==> config.mk <==
export PLATFORM = sky130hd
export DESIGN_NAME = rtcSecTick
export DESIGN_NICKNAME = d
export VERILOG_FILES = /design/src/rtl/rtcTickPkg.sv /design/src/rtl/rtcTickDatapath.sv /design/src/rtl/rtcTickCtrl.sv /design/src/rtl/rtcSecTick.sv
export SDC_FILE = /design/constraint.sdc
export NUM_CORES = 1
export LEC_CHECK = 0
export BUFFER_PORTS_ARGS = -buffer_cell sky130_fd_sc_hd__buf_2
export CORE_MARGIN = 1
export CORE_UTILIZATION = 54
export CTS_CLUSTER_SIZE = 28
export DETAILED_ROUTE_END_ITERATION = 10
export GPL_TIMING_DRIVEN = 0
export PLACE_DENSITY = 0.79
export SLEW_MARGIN = 5
export SYNTH_ARGS = -nofsm -noshare
export SYNTH_HDL_FRONTEND = slang
export SYNTH_SLANG_ARGS = --single-unit
export TNS_END_PERCENT = 100
==> constraint.sdc <==
create_clock -name clk -period 7.8 [get_ports clk]
set_clock_uncertainty 0.1 [all_clocks]
set_input_delay 1.17 -clock clk [delete_from_list [all_inputs] [get_ports clk]]
set_output_delay 1.17 -clock clk [all_outputs]
set_load 0.05 [all_outputs]
==> src/rtl/rtcTickPkg.sv <==
package rtcTickPkg;
  // strobes sent from control to datapath each cycle
  typedef struct packed {
    logic load;   // take a new calibration word, restart the second
    logic wrap;   // end of second reached
  } tickStrobes_t;
endpackage

==> src/rtl/rtcTickDatapath.sv <==
module rtcTickDatapath
  import rtcTickPkg::*;
#(
  parameter int TICK_W = 16,
  parameter int FRAC_W = 4,
  parameter int BUS_W = 32,
  parameter int CAL_W = TICK_W + FRAC_W + 1,
  parameter logic [CAL_W-1:0] CAL_RESET = 21'h198233
) (
  input  logic               clk,
  input  logic               rstN,
  input  tickStrobes_t       strobes,
  input  logic [BUS_W-1:0]   calData,
  output logic [CAL_W-1:0]   calQ,
  output logic [TICK_W:0]    tickQ,
  output logic [FRAC_W-1:0]  phaseQ,
  output logic               secPulse
);
  always_ff @(posedge clk or negedge rstN) begin
    if (!rstN) begin
      calQ     <= CAL_RESET;
      tickQ    <= '0;
      phaseQ   <= '0;
      secPulse <= 1'b0;
    end else if (strobes.load) begin
      calQ     <= calData[CAL_W-1:0];
      tickQ    <= '0;
      phaseQ   <= '0;
      secPulse <= 1'b0;
    end else if (strobes.wrap) begin
      tickQ    <= '0;
      phaseQ   <= phaseQ + 1'b1;
      secPulse <= 1'b1;
    end else begin
      tickQ    <= tickQ + 1'b1;
      secPulse <= 1'b0;
    end
  end
endmodule

==> src/rtl/rtcTickCtrl.sv <==
module rtcTickCtrl
  import rtcTickPkg::*;
#(
  parameter int TICK_W = 16,
  parameter int FRAC_W = 4,
  parameter int CAL_W = TICK_W + FRAC_W + 1
) (
  input  logic               calWr,
  input  logic [CAL_W-1:0]   calQ,
  input  logic [TICK_W:0]    tickQ,
  input  logic [FRAC_W-1:0]  phaseQ,
  output tickStrobes_t       strobes
);
  localparam int FRAC_LSB = TICK_W;
  localparam int EN_BIT   = CAL_W - 1;

  logic [TICK_W-1:0] intCount;
  logic [FRAC_W-1:0] fracVal;
  logic              fracOn;
  logic              stretch;
  logic [TICK_W:0]   limit;

  always_comb begin
    intCount = calQ[TICK_W-1:0];
    fracVal  = calQ[FRAC_LSB +: FRAC_W];
    fracOn   = calQ[EN_BIT];
    // one extra cycle in seconds whose phase lies below the fraction
    stretch  = fracOn && (phaseQ < fracVal);
    limit    = {1'b0, intCount} + {{TICK_W{1'b0}}, stretch};
    strobes.load = calWr;
    strobes.wrap = !calWr && (tickQ == limit);
  end
endmodule

==> src/rtl/rtcSecTick.sv <==
module rtcSecTick
  import rtcTickPkg::*;
#(
  parameter int TICK_W = 16,
  parameter int FRAC_W = 4,
  parameter int BUS_W = 32
) (
  input  logic              clk,
  input  logic              rstN,
  input  logic              calWr,
  input  logic [BUS_W-1:0]  calData,
  output logic              secPulse,
  output logic [TICK_W-1:0] tickCount
);
  localparam int CAL_W = TICK_W + FRAC_W + 1;
  localparam logic [CAL_W-1:0] CAL_RESET = CAL_W'(21'h198233);

  tickStrobes_t       strobes;
  logic [CAL_W-1:0]   calQ;
  logic [TICK_W:0]    tickQ;
  logic [FRAC_W-1:0]  phaseQ;

  rtcTickCtrl #(.TICK_W(TICK_W), .FRAC_W(FRAC_W), .CAL_W(CAL_W)) ctrl (
    .calWr(calWr), .calQ(calQ), .tickQ(tickQ), .phaseQ(phaseQ), .strobes(strobes)
  );

  rtcTickDatapath #(.TICK_W(TICK_W), .FRAC_W(FRAC_W), .BUS_W(BUS_W),
                    .CAL_W(CAL_W), .CAL_RESET(CAL_RESET)) dp (
    .clk(clk), .rstN(rstN), .strobes(strobes), .calData(calData),
    .calQ(calQ), .tickQ(tickQ), .phaseQ(phaseQ), .secPulse(secPulse)
  );

  assign tickCount = tickQ[TICK_W-1:0];
endmodule

==> flow_summary.toml <==
[worst_setup_path]
rr_startpoint = "dp.phaseQ[1]"
crit_chain = "ha_1, a21oi_1, nor2b_1, o21ai_0, and3b_1, ha_1, ha_1, clkbuf_8, nand4_1, nor4_1, xnor2_1, nand2_1, or4_4, buf_6, nor2_1, mux2_2"
crit_top_cell = "ha_1"
r2r_setup_slack_ps = 3990
startpoint = "dp.phaseQ[1]"
crit_path_end = "dp.phaseQ[0]"
arrival_ps = 3900
rr_worst_depth = 16
end_kind = "flip-flop"
cp-start-kind = "flip-flop"
critical_path.max_fanout = 10
reg2reg_to = "dp.phaseQ[0]"
required_ps = 7880
slowest_delay_ps = 540
path_class = "flip-flop to flip-flop"
critical-path-slowest-cell = "or4_4"

[timing]
setup_ws_ps = 3987
tns_ps = 0
finalSetupViolCount = 0
fmax_mhz = 262.3
fin_crit_sh_pct = 48.88
rsz0062_at_grt = "no"
slew_violations = 0
tightest_slew_ps = 937.3
fin_hold_ws_ps = 423.2
finalHoldViolCount = 0
relSlewSlack_pct = 37.51
min_period_ps = 3813

[synth]
synth_top_area_cell = "dfrtp_1"
postSynthCellCount = 260
synth_area_leaders = "dfrtp_1 33%, dfstp_2 9.0%, mux2_2 7.8%"
synth-seq-area-share_pct = 41.60
ys_ff_latch = 43
yosys.area_share.adder_pct = 3.351
yosys.area_share.simple_pct = 17.66
synth.avg_cell_area_um2 = 10.05
synth_common_cells = "34 x dfrtp_1, 26 x nor2_1, 19 x xor2_1"
synth_edf_count = 0
yosysTopAreaCellShare_pct = 32.55
yosys.cell_count.top_type = "dfrtp_1"
synth_flop_cell = "dfrtp_1"
synthArstFlopShare_pct = 100.0
synth_nets = 302
synth-compound-area-share_pct = 7.659
synth_area_um2 = 2614
synth_top_family_by_area = "simple AND/OR/NAND/NOR gates"
ys_warn_count = 0
synth_mux_area_share_pct = 8.138
synth-xor-area-share_pct = 12.06
ys_types = 47

[cells_and_area]
antenna_cells = 0
layout-drive-gt1-share_pct = 33.12
stdcell_count = 360
layout.nets = 349
final_core_util_pct = 65.94
fin_area_um2 = 2970
syn_to_final_growth_pct = 13.64

[power_and_ir_drop]
irDropWorstVdd_v = 0.0001155
power_density_nw_per_um2 = 159.5
leakagePower_nw = 1.358
power.total_uw = 473.9

[global_route]
grt_max_degree = 44
grt_first_pass_wirelength_um = 8535
grt_pass1_vias = 1942
track_usage_pct = 21.37
antenna_found_initial = 0
grt_overflow_total = 0

[die]
die_width_um = 71.57
die_area_um2 = 5122
coreArea_um2 = 4504
boundaryPins = 52
initial_core_util_pct = 58.03
die_y_um = 71.57
rows = 24

[clock_tree]
clock_latency_ps = 300
hold_buffers = 0
clockRootBuffer = "clkbuf_8"
post_cts_resized = 0
numCtsBuffers = 5
cts_setup_buffers = 0
path_clk_slew_ps = 80
htree_num_levels = 2
cts_buffer_depth = 2
numClockSinks = 43
cts_tree = "yes"

[routing]
wire_per_inst_um = 13.44
vias = 1963
wirelength_um = 4838
antenna_left = 0
drtPass1Iterations = 4
drc_errors = 0
vias_per_cell = 5.453
first_iter_violations = 94

[run_status]
outcome = "completed"

[min_path]
hold_path_depth = 2
hold_path.class = "flip-flop to flip-flop"

[place]
placedCellCount = 352
portBuffers = 40
dp_slack_ps = 4016
hpwl_um = 3586
place_congestion = 0.8444
dpl_cell_area_um2 = 2879

[job]
maxCapViolCount = 0
## layout make-up
type / instances / area [um^2]
buffer: 28 / 215.2
clock buffer: 7 / 86.33
fill: 368 / 1534
timing repair buffer: 40 / 200.2
inverter: 9 / 33.78
multi-input combinational: 180 / 1277
tap: 52 / 65.06
sequential: 43 / 1087
clock inverter: 1 / 5.005
## cell families (layout without fill, tap and decap cells)
| logic type | count (synthesis) | after routing |
|---|---|---|
| DFF | 43 | 43 |
| adders and majority gates | 7 | 7 |
| xor gates and xnor gates | 36 | 36 |
| muxes | 19 | 19 |
| AOI/OAI and AO/OA | 27 | 27 |
| and+or+nand+nor | 91 | 91 |
| buffers and inverters | 37 | 85 |
## worst max-delay path: cells and delay by family, from the launching register on
kind	cells	cell delay (ps)
simple gates	7	1340
fa+ha+maj	3	740
flops	1	430
mux	1	360
buf+inv	2	310
compound gates	2	250
xor+xnor	1	160
## layer usage
layer	vias to the layer above	global-route usage [%]	wire [um]
met4	0	7.625	85
li1	980	-	-
met1	927	28.10	2301
met3	11	4.641	214
met5	-	0	0
met2	45	35.13	2237
## worst min-delay path by stage
stage                            from          end
after floorplan           dp.calQ[19]  dp.calQ[19]
after global placement    dp.calQ[19]  dp.calQ[19]
after detailed placement  dp.calQ[19]  dp.calQ[19]
after CTS                 dp.calQ[19]  dp.calQ[19]
after global routing      dp.calQ[19]  dp.calQ[19]
final                     dp.calQ[19]  dp.calQ[19]
## registers in the layout, indices dropped and copies added, names as in the netlist
| signal | count |
|---|---|
| dp.calQ | 21 |
| dp.phaseQ | 4 |
| dp.secPulse | 1 |
| dp.tickQ | 17 |
## report_power, final
part | total (mW) | switching (mW) | internal (mW) | leakage (nW)
combinational | 0.0767 | 0.0401 | 0.0366 | 0.769
sequential | 0.251 | 0.0130 | 0.238 | 0.541
clock | 0.146 | 0.0743 | 0.0715 | 0.0482
## cells in the final DEF (no fill, tap or decap), types with 2 or more instances in the layout
cell,n
dfrtp_1,34
nor2_1,26
a41oi_1,2
o211ai_1,2
clkbuf_1,7
mux2_2,18
o21ai_0,7
o21a_1,2
dfstp_2,9
nor3_1,5
xnor2_1,17
buf_2,40
xor2_1,19
nand2_1,18
ha_1,7
and3_1,3
clkbuf_8,8
nand4_1,9
nand3_1,11
and2_1,2
a21oi_1,2
nor4_1,5
nor2b_1,2
buf_4,16
buf_6,4
o31a_1,2
inv_1,9
Power figures use the tool's default switching activity.
